### config.mk
export PLATFORM = sky130hd
export DESIGN_NAME = char_relay
export DESIGN_NICKNAME = d
export VERILOG_FILES = /design/src/rtl/relay_pkg.sv /design/src/rtl/relay_accept.sv /design/src/rtl/relay_ring.sv /design/src/rtl/relay_emit.sv /design/src/rtl/char_relay.sv
export SDC_FILE = /design/constraint.sdc
export NUM_CORES = 1
export LEC_CHECK = 0
export BUFFER_PORTS_ARGS = -buffer_cell sky130_fd_sc_hd__clkbuf_2
export CAP_MARGIN = 20
export CORE_AREA = 2 2 104 106
export DETAILED_ROUTE_END_ITERATION = 10
export DIE_AREA = 0 0 106 108
export PLACE_DENSITY = 0.49
export SLEW_MARGIN = 20
export SYNTH_ARGS = -nofsm -noshare
export SYNTH_HDL_FRONTEND = slang
export SYNTH_SLANG_ARGS = --single-unit
### constraint.sdc
create_clock -name clk -period 6.3 [get_ports clk]
set_clock_uncertainty 0.1 [all_clocks]
set_input_delay 0 -clock clk [delete_from_list [all_inputs] [get_ports clk]]
set_output_delay 0 -clock clk [all_outputs]
set_load 0.05 [all_outputs]
### src/rtl/relay_pkg.sv
`timescale 1ns/1ps
package relay_pkg;
  // Advance a ring index by one, wrapping at the storage size.
  function automatic int unsigned ring_next(int unsigned idx, int unsigned size);
    return (idx + 1 == size) ? 0 : idx + 1;
  endfunction

  // Number of stored entries between read index and write index.
  function automatic int unsigned ring_used(int unsigned rd, int unsigned wr, int unsigned size);
    return (wr >= rd) ? (wr - rd) : (size - rd + wr);
  endfunction
endpackage

### src/rtl/relay_accept.sv
`timescale 1ns/1ps
module relay_accept (
  input  logic clk,
  input  logic rst_n,
  input  logic src_ready,
  output logic take,
  output logic src_take
);
  // A character is taken only if no acknowledge is still outstanding.
  assign take = src_ready & ~src_take;

  always_ff @(posedge clk or negedge rst_n) begin
    if (!rst_n) src_take <= 1'b0;
    else        src_take <= take;
  end
endmodule

### src/rtl/relay_ring.sv
`timescale 1ns/1ps
module relay_ring #(
  parameter int DATA_W = 8,
  parameter int DEPTH  = 8,
  localparam int PTR_W = (DEPTH > 2) ? $clog2(DEPTH) : 1,
  localparam int CNT_W = $clog2(DEPTH + 1)
) (
  input  logic              clk,
  input  logic              rst_n,
  input  logic              wr_en,
  input  logic [DATA_W-1:0] wr_data,
  input  logic              rd_en,
  output logic [DATA_W-1:0] rd_data,
  output logic              full,
  output logic              empty,
  output logic [CNT_W-1:0]  used
);
  import relay_pkg::*;

  logic [DATA_W-1:0] slots [DEPTH];
  logic [PTR_W-1:0]  head_q, tail_q;

  assign empty   = (head_q == tail_q);
  assign full    = (ring_next(32'(tail_q), DEPTH) == 32'(head_q));
  assign used    = CNT_W'(ring_used(32'(head_q), 32'(tail_q), DEPTH));
  assign rd_data = slots[head_q];

  always_ff @(posedge clk) begin
    if (wr_en) slots[tail_q] <= wr_data;
  end

  always_ff @(posedge clk or negedge rst_n) begin
    if (!rst_n) begin
      head_q <= '0;
      tail_q <= '0;
    end else begin
      if (wr_en) tail_q <= PTR_W'(ring_next(32'(tail_q), DEPTH));
      if (rd_en) head_q <= PTR_W'(ring_next(32'(head_q), DEPTH));
    end
  end
endmodule

### src/rtl/relay_emit.sv
`timescale 1ns/1ps
module relay_emit #(
  parameter int DATA_W = 8
) (
  input  logic              clk,
  input  logic              rst_n,
  input  logic              have_char,
  input  logic [DATA_W-1:0] head_char,
  input  logic              dst_done,
  output logic              pop,
  output logic              dst_busy,
  output logic [DATA_W-1:0] dst_char
);
  // A new write starts only once the busy flag has been seen low.
  assign pop = ~dst_busy & have_char;

  always_ff @(posedge clk or negedge rst_n) begin
    if (!rst_n) begin
      dst_busy <= 1'b0;
      dst_char <= '0;
    end else if (pop) begin
      dst_busy <= 1'b1;
      dst_char <= head_char;
    end else if (dst_busy && dst_done) begin
      dst_busy <= 1'b0;
    end
  end
endmodule

### src/rtl/char_relay.sv
`timescale 1ns/1ps
module char_relay #(
  parameter int DATA_W = 8,
  parameter int DEPTH  = 8,
  localparam int CNT_W = $clog2(DEPTH + 1)
) (
  input  logic              clk,
  input  logic              rst_n,
  input  logic              src_ready,
  input  logic [DATA_W-1:0] src_char,
  output logic              src_take,
  output logic [DATA_W-1:0] dst_char,
  output logic              dst_busy,
  input  logic              dst_done,
  output logic              ovf_flag,
  input  logic              ovf_clr
);
  // Named internal events, observed by the bound checker.
  logic             take, push, pop, overflow, ring_full, ring_empty;
  logic [DATA_W-1:0] head_char;
  logic [CNT_W-1:0]  fill;

  assign push     = take & ~ring_full;
  assign overflow = take &  ring_full;

  relay_accept u_accept (
    .clk(clk), .rst_n(rst_n), .src_ready(src_ready),
    .take(take), .src_take(src_take)
  );

  relay_ring #(.DATA_W(DATA_W), .DEPTH(DEPTH)) u_ring (
    .clk(clk), .rst_n(rst_n),
    .wr_en(push), .wr_data(src_char),
    .rd_en(pop), .rd_data(head_char),
    .full(ring_full), .empty(ring_empty), .used(fill)
  );

  relay_emit #(.DATA_W(DATA_W)) u_emit (
    .clk(clk), .rst_n(rst_n),
    .have_char(~ring_empty), .head_char(head_char),
    .dst_done(dst_done), .pop(pop),
    .dst_busy(dst_busy), .dst_char(dst_char)
  );

  // Sticky overflow indicator; a new overflow beats a clear.
  always_ff @(posedge clk or negedge rst_n) begin
    if (!rst_n)        ovf_flag <= 1'b0;
    else if (overflow) ovf_flag <= 1'b1;
    else if (ovf_clr)  ovf_flag <= 1'b0;
  end
endmodule

==> After elaboration in Yosys (flattened, before gate mapping) <==
Memory sizes are Yosys's and may differ from the RTL's. A register that Yosys moved wholly into a read port is not among the register bits.
Cells that the tools add are included.
{ "op_classes": {"add_sub_neg": 2, "eq_ne": 4, "mux": 8, "bitwise_logic": 8, "n_reduce_logical": 4} }
{ "ops": {"columns": ["cell", "n"], "rows": [
  ["$eq A32 B3 Y1", 1],
  ["$eq A32 B4 Y1 const B", 1],
  ["$mux W32", 1],
  ["$add A3 B1 Y4 const B", 2],
  ["$mux W1", 6],
  ["$and A1 B1 Y1", 4],
  ["$eq A4 B4 Y1 const B", 1],
  ["$not A1 Y1", 4],
  ["$reduce_bool A2 Y1", 2],
  ["$eq A3 B3 Y1", 1],
  ["$mux W3", 1],
  ["$logic_and A1 B1 Y1", 1],
  ["$logic_not A1 Y1", 1]
]} }
{ "word_totals": {"regBits": 9, "ram_bits": 64, "input_bits": 13, "out_inout_bits": 11, "wordCells": 32, "n_memories": 1} }
{ "memory_table": {"columns": ["name", "words", "width", "rd", "rd_ports_with_merged_regs", "write_ports", "line", "source"], "rows": [
  ["u_ring.slots", 8, 8, 1, 1, 1, "relay_ring.sv:20", "logic [DATA_W-1:0] slots [DEPTH];"]
]} }

==> Depth between registers and ports, before layout <==
Gate-level depths: netlist of the first run.
{ "depth": {"ltp_word": 8, "depth_mapped": 6} }

==> Modules after synthesis <==
From an unflattened synthesis of the first run, not the netlist that was laid out.
{ "unflattened": {"cells_unflattened": 196, "hier_area_um2": 3382.0} }
{ "by_module_without_submodules": {"columns": ["mod", "instances", "cells_per_inst", "area_per_inst_um2", "seq_area_each_um2"], "rows": [
  ["relay_ring", 1, 167, 2921.6, 2072.0],
  ["relay_emit", 1, 21, 374.1, 225.2],
  ["char_relay", 1, 6, 47.5, 25.0],
  ["relay_accept", 1, 2, 38.8, 25.0]
]} }

==> Worst setup path before layout of the first run <==
No wires, ideal clock.
{ "synth_path": {"path_type": "reg2reg", "start": "reg u_accept.src_take", "end": "mem u_ring.slots[0][0], enable pin", "setup_time_ns": 0.385, "arrival_ns": 1.834, "t_required_ns": 5.815, "slack_ns": 3.980, "path_stages_with_launch": 4, "n_path_buf": 0, "synth_period_minus_slack_ns": 2.320, "path_cell_list": "dfrtp_1 -> nor2b_1 -> nand2b_1 -> nor3b_1"} }
{ "synth_between": {"elab_chain_len": 5} }
{ "synth_lines": {"columns": ["element", "line", "source"], "rows": [
  ["from (decl)", "relay_accept.sv:7", "output logic src_take"],
  ["from (signal assigned)", "relay_accept.sv:14", "else src_take <= take;"],
  ["$not A1 Y1", "relay_accept.sv:10", "assign take = src_ready & ~src_take;"],
  ["$and A1 B1 Y1", "relay_accept.sv:10", null],
  ["net take", "char_relay.sv:19", "logic take, push, pop, overflow, ring_full, ring_empty;"],
  ["$and A1 B1 Y1", "char_relay.sv:23", "assign push = take & ~ring_full;"],
  ["$mux W1", "relay_ring.sv:29", "if (wr_en) slots[tail_q] <= wr_data;"],
  ["$mux W1 (implied by the code)", "relay_ring.sv:29", null],
  ["to (decl)", "relay_ring.sv:20", null]
]} }
The timed path passes the listed nets, and every way through them passes these cells.

==> Final worst setup path of the first run <==
{ "layout_path": {"start": "reg u_ring.head_q[2]", "end": "mem u_ring.slots[1][7], enable pin"} }
{ "layout_between": {"elab_chain_len": 5} }
{ "layout_lines": {"columns": ["element", "line", "source"], "rows": [
  ["from (decl)", "relay_ring.sv:21", "logic [PTR_W-1:0] head_q, tail_q;"],
  ["from (signal assigned)", "relay_ring.sv:38", "if (rd_en) head_q <= PTR_W'(ring_next(32'(head_q), DEPTH));"],
  ["$eq A32 B3 Y1", "relay_ring.sv:24", "assign full = (ring_next(32'(tail_q), DEPTH) == 32'(head_q));"],
  ["$not A1 Y1", "char_relay.sv:23", null],
  ["$and A1 B1 Y1", "char_relay.sv:23", null],
  ["$mux W1", "relay_ring.sv:29", null],
  ["$mux W1 (implied by the code)", "relay_ring.sv:29", null]
]} }
Every way passes these cells.

==> flow_metrics.env, run 1 <==
export IMPL_synth_edf_count=64
export IMPL_cp_slowest_cell="dfrtp_1"
export IMPL_nNetsFinal=237
export IMPL_relSlewSlack_pct=39.86
export IMPL_final_cell_mix="edfxtp_1, clkbuf_2, dfrtp_1"
export IMPL_final_common_cell="edfxtp_1"
export IMPL_route_vias_total=1657
export IMPL_grt_total_usage_pct=12.01
export IMPL_crit_fanout=16
export IMPL_grt_pass1_wl_um=9970
export IMPL_cap_viol_max_count=0
export IMPL_die_h_um=108
export IMPL_hp_class="primary input to async pin"
export IMPL_diodes=0
export IMPL_ys_ff_latch=81
export IMPL_drive_above_1_share_pct=25.99
export IMPL_antenna_found_initial=0
export IMPL_insertion_delay_ps=340
export IMPL_fmax_mhz=390.4
export IMPL_outcome="finished clean"
export IMPL_final_max_slew_violation_count=0
export IMPL_ant_nets=0
export IMPL_total_power_mw=1.863
export IMPL_netlist_area_mm2=0.003334
export IMPL_synth_cell_types=34
export IMPL_clk_pin_slew_ps=80
export IMPL_fp_coreArea_mm2=0.01023
export IMPL_yosys_top_cells_area="edfxtp_1, dfrtp_1, mux4_2"
export IMPL_cp_start_kind="flip-flop"
export IMPL_drt_initial_drc_count=49
export IMPL_synth_cells=183
export IMPL_critPathBufInv=1
export IMPL_drt_total_wl_um=6230
export IMPL_clockBufferDepth=2
export IMPL_power_leakage_nw=1.358
export IMPL_ys_seq_area_share_pct=70.39
export IMPL_register_area_mm2=0.002347
export IMPL_synth_top_area_cell="edfxtp_1"
export IMPL_fin_setup_tns_ps=0
export IMPL_drt_pass1_iterations=4
export IMPL_cts_root_buf="clkbuf_8"
export IMPL_hold_viol=0
export IMPL_gp_congestion=0.7293
export IMPL_cts_setup_buffers=0
export IMPL_cts_sinks=81
export IMPL_worstPathRequired_ps=6260
export IMPL_drc=0
export IMPL_num_fill_cells=958
export IMPL_gr_total_overflow=0
export IMPL_path_cells="xnor2_1, a31oi_1, nor3b_1, buf_4"
export IMPL_vias_per_cell=4.565
export IMPL_worstPathArrival_ps=2520
export IMPL_rsz0062_at_grt="no"
export IMPL_htree_num_levels=3
export IMPL_tightest_slew_ps=898.7
export IMPL_multi_input_area_um2=914.6
export IMPL_rrSetupSlack_ps=3740
export IMPL_syn_area_per_cell_um2=18.22
export IMPL_cts_tree="done"
export IMPL_portBuffers=23
export IMPL_synthMuxAreaShare_pct=14.67
export IMPL_synth_xor_area_share_pct=2.814
export IMPL_power_density_mw_per_mm2=479.2
export IMPL_cts_hold_buf=12
export IMPL_rows=37
export IMPL_max_vdd_ir_drop_mv=0.2005
export IMPL_io_pins=24
export IMPL_first_global_vias=1755
export IMPL_initial_core_util_pct=32.59
export IMPL_critPathTopFamily="flip-flops"
export IMPL_cp_slowest_stage_delay_ps=840
export IMPL_ys_flop_type="edfxtp_1"
export IMPL_synthSimpleGateAreaFrac_pct=4.728
export IMPL_cts_resized=0
export IMPL_async_flop_share_pct=20.99
export IMPL_synth_top_family_by_area="multiplexers"
export IMPL_synthAdderAreaFrac_pct=0.7505
export IMPL_cts_buffers=9
export IMPL_fp_dieW_um=106
export IMPL_end_kind="flip-flop"
export IMPL_die_area_mm2=0.01145
export IMPL_synth_top_area_share_pct=57.64
export IMPL_synth_compound_area_share_pct=4.315
export IMPL_path_class="flip-flop to flip-flop"
export IMPL_wl_per_cell_um=17.16
export IMPL_r2r_start="u_ring.head_q[2]"
export IMPL_period_needed_ps=2562
export IMPL_yosysWarningCount=0
export IMPL_syn_to_final_growth_pct=16.59
export IMPL_grt_max_degree=22
export IMPL_finalCritPeriodShare_pct=40.66
export IMPL_r2r_cells=4
export IMPL_r2r_end="u_ring.slots[1][7]"
export IMPL_syn_nets=198
export IMPL_setup_violations_final=0
-- flip-flops by register name (all words and copies together), names as in the netlist --
signal	count
u_ring.tail_q	3
u_emit.dst_char	8
u_emit.dst_busy	1
u_accept.src_take	1
u_ring.slots	64
ovf_flag	1
u_ring.head_q	3
-- layout make-up --
class	instances	area share [%]
clock buffer	9	3.186
clock inverter	7	1.802
inverter	1	0.09656
multi-input combinational	91	23.53
sequential	81	60.38
tap	136	4.377
timing repair buffer	38	6.630
-- report_power, final --
part,total (mW),switching (mW),leakage (nW),internal (mW)
registers,0.756,0.0749,0.775,0.681
clock network,0.368,0.186,0.0909,0.182
logic,0.739,0.441,0.492,0.297
total,1.86,0.702,1.36,1.16
-- kinds of logic (layout without fill, tap and decap cells) --
family                   Yosys count  count (layout)
adder cells (fa/ha/maj)            2               2
AO/OA/AOI/OAI                     19              19
buffers and inverters             11              55
XOR/XNOR                           9               9
multiplexers                      27              27
AND/OR/NAND/NOR                   34              34
flip-flops                        81              81
-- Yosys cell counts (2+ instances only) --
| cell type | instances |
|---|---|
| a21oi_1 | 10 |
| buf_2 | 5 |
| buf_4 | 2 |
| buf_6 | 3 |
| dfrtp_1 | 17 |
| edfxtp_1 | 64 |
| ha_1 | 2 |
| mux2_1 | 2 |
| mux2i_1 | 8 |
| mux4_1 | 4 |
| mux4_2 | 12 |
| nand2_1 | 7 |
| nand2b_1 | 4 |
| nor2_1 | 15 |
| nor2b_1 | 2 |
| nor3b_1 | 2 |
| xnor2_1 | 5 |
| xnor2_2 | 2 |
| xor2_1 | 2 |
-- metal layers --
layer,up-vias,wire length [µm],global-route usage [%]
met5,-,0,0
li1,780,-,-
met2,25,3129,19.54
met3,4,164,4.159
met1,848,2892,15.51
met4,0,43,3.102
-- stage by stage --
stage	area [µm²]	std cells	setup WS (ps)	utilization, %	hold slack, ps
floorplan	3334	183	3980	-	-395.6
global placement	3568	335	3580	34.88	-131.6
detailed placement	3573	335	3665	34.93	-120.5
CTS	3887	363	3636	38.00	29.91
global route	3887	363	3519	38.00	57.56
finish	3887	363	3738	38.00	27.48
-- worst max-delay path by stage --
| stage | startpoint | endpoint | slack [ps] | cells past startpoint |
|---|---|---|---|---|
| 6_report | u_ring.head_q[2] | u_ring.slots[1][7] | 3740 | 4 |
| 5_1_grt | u_ring.head_q[2] | u_ring.slots[3][0] | 3520 | 4 |
| 3_5_place_dp | u_ring.head_q[2] | u_ring.slots[2][2] | 3660 | 4 |
| 3_3_place_gp | u_ring.head_q[2] | u_ring.slots[0][3] | 3580 | 3 |
| 4_1_cts | u_ring.head_q[2] | u_ring.slots[2][0] | 3640 | 4 |
| 2_1_floorplan | u_accept.src_take | u_ring.slots[0][0] | 3980 | 3 |
Power figures use the tool's default switching activity.
==> inputs of run 2 (changes only) <==
Settings changed: ABC_AREA from default to 1, CORE_AREA 2 2 104 106 to 2 2 108 110, DIE_AREA 0 0 106 108 to 0 0 110 112.
Clock period 6.3 ns to 2.4 ns, I/O delays scaled along.
==> run 2 against run 1 <==
Effect of this change:
- non-clock buffer count up 9
- sequential cell count did not move
- first-iteration DRC count rose to 2.8 times the previous value
- hold slack gained 13 ps
- clock-buffer cell count rose by 2
- critical path depth is 4 higher
- worst setup slack worse by 3400 ps
- clock power increased to 4.0 times the previous value
==> flow_metrics.env, run 2 <==
export IMPL_gp_congestion=0.8652
export IMPL_clkPwrFrac_pct=27.2
export IMPL_power_density_mw_per_mm2=1248
export IMPL_outcome="finished clean"
export IMPL_top_register="u_ring.slots"
export IMPL_period_needed_ps=2060
export IMPL_initial_core_util_pct=32.54
export IMPL_final_cell_mix="nand2_1, inv_1, edfxtp_1"
export IMPL_power_frac_seq_pct=35.1
export IMPL_power_leakage_nw=2.114
export IMPL_ant_nets=0
export IMPL_cts_sinks=81
export IMPL_syn_nets=406
export IMPL_synth_cells=391
export IMPL_synthTopCellsByCount="nand2_1, inv_1, edfxtp_1"
export IMPL_clk_pin_slew_ps=60
export IMPL_tightest_slew_ps=492.9
export IMPL_drt_pass1_iterations=4
export IMPL_cts_setup_buffers=0
export IMPL_cts_buffers=9
export IMPL_largestRegisters="u_ring.slots (64), u_emit.dst_char (8)"
export IMPL_synth_top_area_share_pct=52.86
export IMPL_cts_hold_buf=13
export IMPL_synth_top_area_cell="edfxtp_1"
export IMPL_insertion_delay_ps=330
export IMPL_fp_coreArea_mm2=0.01117
export IMPL_drive_above_1_share_pct=12.95
export IMPL_p_switching_mw=2.170
export IMPL_drt_total_wl_um=8609
export IMPL_multi_input_area_um2=925.9
export IMPL_first_global_vias=2498
export IMPL_cts_resized=0
export IMPL_ys_seq_area_share_pct=64.56
export IMPL_final_common_cell="nand2_1"
export IMPL_swShare_pct=39.52
export IMPL_crit_path_end="ovf_flag"
export IMPL_worstPathArrival_ps=2230
export IMPL_yosysMostFrequentCell="nand2_1"
export IMPL_relSlewSlack_pct=67.02
export IMPL_async_flop_share_pct=20.99
export IMPL_antenna_found_initial=0
export IMPL_finalCritPeriodShare_pct=85.83
export IMPL_r2r_cells=8
export IMPL_fin_util_pct=39.37
export IMPL_portBuffers=23
export IMPL_worstPathRequired_ps=2570
export IMPL_drt_initial_drc_count=136
export IMPL_cap_viol_max_count=0
export IMPL_num_fill_cells=1118
export IMPL_cts_tree="done"
export IMPL_r2r_end="ovf_flag"
export IMPL_gr_total_overflow=0
export IMPL_vias_per_cell=4.353
export IMPL_largest_reg_flops=64
export IMPL_crit_fanout=9
export IMPL_grt_max_degree=34
export IMPL_syn_area_per_cell_um2=9.299
export IMPL_r2r_start="u_ring.tail_q[1]"
export IMPL_ys_flop_type="edfxtp_1"
export IMPL_drc=0
export IMPL_die_area_mm2=0.01232
export IMPL_die_h_um=112
export IMPL_synth_cell_types=18
export IMPL_clockBufferDepth=2
export IMPL_netlist_area_mm2=0.003636
export IMPL_dpl_hpwl_um=5912
export IMPL_p_comb_share_pct=37.7
export IMPL_final_max_slew_violation_count=0
export IMPL_setup_violations_final=0
export IMPL_total_power_mw=5.490
export IMPL_synth_edf_count=64
export IMPL_cp_start_kind="flip-flop"
export IMPL_critPathLaunch="u_ring.tail_q[1]"
export IMPL_route_vias_total=2538
export IMPL_io_pins=24
export IMPL_htree_num_levels=3
export IMPL_intPower_mw=3.320
export IMPL_path_class="flip-flop to flip-flop"
export IMPL_end_kind="flip-flop"
export IMPL_grt_pass1_wl_um=13770
export IMPL_register_area_mm2=0.002347
export IMPL_wl_per_cell_um=14.77
export IMPL_fp_dieW_um=110
export IMPL_hold_viol=0
export IMPL_fmax_mhz=485.4
export IMPL_rrSetupSlack_ps=340
export IMPL_hp_class="primary input to async pin"
export IMPL_yosysWarningCount=0
export IMPL_max_vdd_ir_drop_mv=0.5955
export IMPL_grt_total_usage_pct=15.36
export IMPL_nNetsFinal=450
export IMPL_ys_ff_latch=81
export IMPL_yosys_top_cells_area="edfxtp_1, nand2_1, dfrtp_1"
export IMPL_syn_to_final_growth_pct=20.99
export IMPL_diodes=0
export IMPL_rows=39
export IMPL_cts_root_buf="clkbuf_16"
export IMPL_rsz0062_at_grt="no"
export IMPL_fin_setup_tns_ps=0
[run 2: cell count changes after synthesis, moves of 6 or more]
cell | previous run | this run
buf_2 | 5 | 11
nand3_1 | 1 | 40
a21oi_1 | 10 | 0
nand2_1 | 7 | 157
mux4_2 | 12 | 0
inv_1 | 1 | 73
mux2i_1 | 8 | 0
[run 2: layout make-up]
class	instances	area share (%)
Sequential cell	81	53.36
Multi-Input combinational cell	219	21.05
Timing Repair Buffer	47	7.452
Inverter	77	6.570
Clock buffer	11	5.745
Tap cell	143	4.067
Clock inverter	5	1.763
[run 2: how the worst min path moves through the flow]
stage,end,slack [ps],start,depth (start not counted)
floorplan,ovf_flag,-400,rst_n,0
global placement,ovf_flag,-130,rst_n,1
detailed placement,ovf_flag,-130,rst_n,1
CTS,u_emit.dst_char[2],60,rst_n,2
global route,u_ring.tail_q[0],80,rst_n,2
finish,ovf_flag,40,rst_n,2
[run 2: critical path, stage by stage (launching register included)]
cell and delay (ps):
dfrtp_1 460, ha_1 350, inv_1 50, nand2_1 50, nand2_1 50, nor2_1 100
nand3_2 150, o22ai_1 130, dlygate4sd3_1 560
[run 2: routing by layer]
layer | GRT usage (%) | share of wire [%] | up-vias
met1 | 21.37 | 48 | 1188
met4 | 4.979 | 0.46 | 0
met3 | 3.923 | 3.4 | 2
met2 | 23.35 | 48 | 54
li1 | - | - | 1294
met5 | 0 | 0 | -
[run 2: kinds of logic after synthesis]
kind of cell | count (synthesis) | synth area share [%]
buf+inv | 91 | 9.979
flops | 81 | 64.56
simple gates | 211 | 23.61
fa+ha+maj | 2 | 0.6881
compound gates | 3 | 0.4475
xor+xnor | 3 | 0.7228
[run 2: power by group through the flow]
stage | registers, mW | logic (mW) | clock network (mW)
global placement | 1.95 | 2.07 | 0
global route | 1.96 | 2.35 | 1.58
detailed placement | 1.96 | 2.06 | 0
CTS | 1.93 | 2.10 | 1.53
finish | 1.93 | 2.07 | 1.49
floorplan | 2.17 | 1.29 | 0
[run 2: metrics by stage]
step | worst slack (ps) | cells | hold WS [ps] | cell area (µm²)
6_report | 340.0 | 583 | 40.50 | 4399
5_1_grt | 166.6 | 583 | 81.53 | 4399
4_1_cts | 339.9 | 583 | 56.52 | 4399
3_5_place_dp | 370.5 | 554 | -126.7 | 3939
3_3_place_gp | 374.3 | 554 | -134.5 | 3939
2_1_floorplan | 355.2 | 391 | -395.6 | 3636
==> inputs of run 3 (changes only) <==
Settings changed: CTS_BUF_LIST from default to sky130_fd_sc_hd__clkbuf_8.
==> run 3 against run 2 <==
Effect of this change:
- global-route usage decreased by 0.15 points
- sequential share of layout area increased by 1.3 points
- first-iteration DRC count decreased by 21%
- critical path type unchanged
- highest routed layer unchanged
==> flow_metrics.env, run 3 (synthesized netlist as in run 2, its figures left out) <==
export IMPL_tightest_slew_ps=497.9
export IMPL_drive_above_1_share_pct=12.95
export IMPL_critical_path_most_common_cell="nand2_1"
export IMPL_wl_per_cell_um=14.72
export IMPL_cp_slowest_cell="dlygate4sd3_1"
export IMPL_worstPathRequired_ps=2590
export IMPL_clockBufferDepth=2
export IMPL_cts_tree="done"
export IMPL_clk_pin_slew_ps=80
export IMPL_critPathBufInv=2
export IMPL_cap_viol_max_count=0
export IMPL_fp_coreArea_mm2=0.01117
export IMPL_cts_resized=0
export IMPL_power_leakage_nw=2.068
export IMPL_drt_pass1_iterations=5
export IMPL_r2r_start="u_ring.tail_q[1]"
export IMPL_end_kind="flip-flop"
export IMPL_vias_per_cell=4.403
export IMPL_power_density_mw_per_mm2=1192
export IMPL_first_global_vias=2502
export IMPL_path_cells="ha_1, inv_1, nand2_1, nand2_1, nor2_1, nand3_2, o22ai_1, dlygate4sd3_1"
export IMPL_hp_class="primary input to async pin"
export IMPL_cts_sinks=81
export IMPL_rrSetupSlack_ps=330
export IMPL_syn_to_final_growth_pct=18.20
export IMPL_cts_buffers=9
export IMPL_max_vdd_ir_drop_mv=0.5728
export IMPL_path_class="flip-flop to flip-flop"
export IMPL_r2r_cells=8
export IMPL_crit_fanout=9
export IMPL_gp_congestion=0.8652
export IMPL_ant_nets=0
export IMPL_rsz0062_at_grt="no"
export IMPL_nNetsFinal=450
export IMPL_initial_core_util_pct=32.54
export IMPL_fin_setup_tns_ps=0
export IMPL_die_area_mm2=0.01232
export IMPL_worstPathArrival_ps=2260
export IMPL_final_max_slew_violation_count=0
export IMPL_largest_reg_flops=64
export IMPL_cp_start_kind="flip-flop"
export IMPL_relSlewSlack_pct=66.68
export IMPL_holdWs_ps=14.73
export IMPL_finalCritPeriodShare_pct=86.31
export IMPL_critPathTopFamily="buffers and inverters"
export IMPL_hold_viol=0
export IMPL_setup_violations_final=0
export IMPL_diodes=0
export IMPL_r2r_end="ovf_flag"
export IMPL_top_register="u_ring.slots"
export IMPL_outcome="finished clean"
export IMPL_antenna_found_initial=0
export IMPL_rows=39
export IMPL_total_power_mw=5.121
export IMPL_cp_slowest_stage_delay_ps=560
export IMPL_num_fill_cells=1126
export IMPL_cts_setup_buffers=0
export IMPL_insertion_delay_ps=350
export IMPL_largestRegisters="u_ring.slots (64), u_emit.dst_char (8)"
export IMPL_gr_total_overflow=0
export IMPL_drc=0
export IMPL_multi_input_area_um2=925.9
export IMPL_final_common_cell="nand2_1"
export IMPL_period_needed_ps=2072
export IMPL_cts_root_buf="clkbuf_8"
export IMPL_htree_num_levels=3
export IMPL_fmax_mhz=482.7
export IMPL_dpl_hpwl_um=5912
export IMPL_fp_dieW_um=110
export IMPL_route_vias_total=2567
export IMPL_drt_initial_drc_count=107
export IMPL_io_pins=24
export IMPL_register_area_mm2=0.002347
export IMPL_die_h_um=112
export IMPL_drt_total_wl_um=8582
export IMPL_grt_pass1_wl_um=13720
export IMPL_grt_max_degree=34
export IMPL_final_cell_mix="nand2_1, inv_1, edfxtp_1"
export IMPL_grt_total_usage_pct=15.21
export IMPL_portBuffers=23
## run 3: cell counts in the layout (fill, tap and decap cells not counted)
Identical to the previous run, type by type.
## run 3: how the worst max path moves through the flow
stage	to	slack [ps]	from	depth (start not counted)
after global routing	ovf_flag	160	u_ring.tail_q[1]	8
final	ovf_flag	330	u_ring.tail_q[1]	8
after floorplan	u_ring.slots[4][0]	360	u_ring.tail_q[0]	8
after CTS	ovf_flag	340	u_ring.tail_q[1]	8
after global placement	u_ring.slots[2][5]	370	u_ring.tail_q[1]	9
after detailed placement	u_ring.slots[2][0]	370	u_ring.tail_q[0]	9
## run 3: where the power goes
part           total, mW  leakage [nW]  internal [mW]  switching, mW
Sequential          1.93         0.789           1.77          0.160
Combinational       2.07          1.16          0.588           1.48
Clock               1.12         0.115          0.639          0.483
Total               5.12          2.07           2.99           2.13
## run 3: through the flow
| step | cell area [µm²] | util [%] | cells | setup WS (ps) |
|---|---|---|---|---|
| after floorplan | 3636 | - | 391 | 355.2 |
| after global placement | 3939 | 35.25 | 554 | 374.3 |
| after detailed placement | 3939 | 35.25 | 554 | 370.5 |
| after CTS | 4298 | 38.46 | 583 | 336.0 |
| after global routing | 4298 | 38.46 | 583 | 161.0 |
| final | 4298 | 38.46 | 583 | 328.5 |
## run 3: repair_timing
| item | 4_1_cts | 5_1_grt |
|---|---|---|
| endpoints found under the setup margin | 0 | 0 |
| endpoints found under the hold margin | 86 | 0 |
| hold buffers | 13 | 0 |
## run 3: final cells by class
type	instances	share of cell area, %
flip-flops and latches	81	54.61
repair buffers	47	7.627
well taps	143	4.163
clock buffers	11	3.523
multi-input cells	219	21.54
clock inverters	5	1.805
inverters	77	6.725
## run 3: per-layer routing
| metal | vias to the layer above | GRT usage [%] | part of all wire (%) |
|---|---|---|---|
| li1 | 1294 | - | - |
| met1 | 1202 | 21.34 | 48 |
| met2 | 60 | 23.27 | 47 |
| met3 | 11 | 3.396 | 3.5 |
| met4 | 0 | 4.979 | 1.5 |
| met5 | - | 0 | 0 |
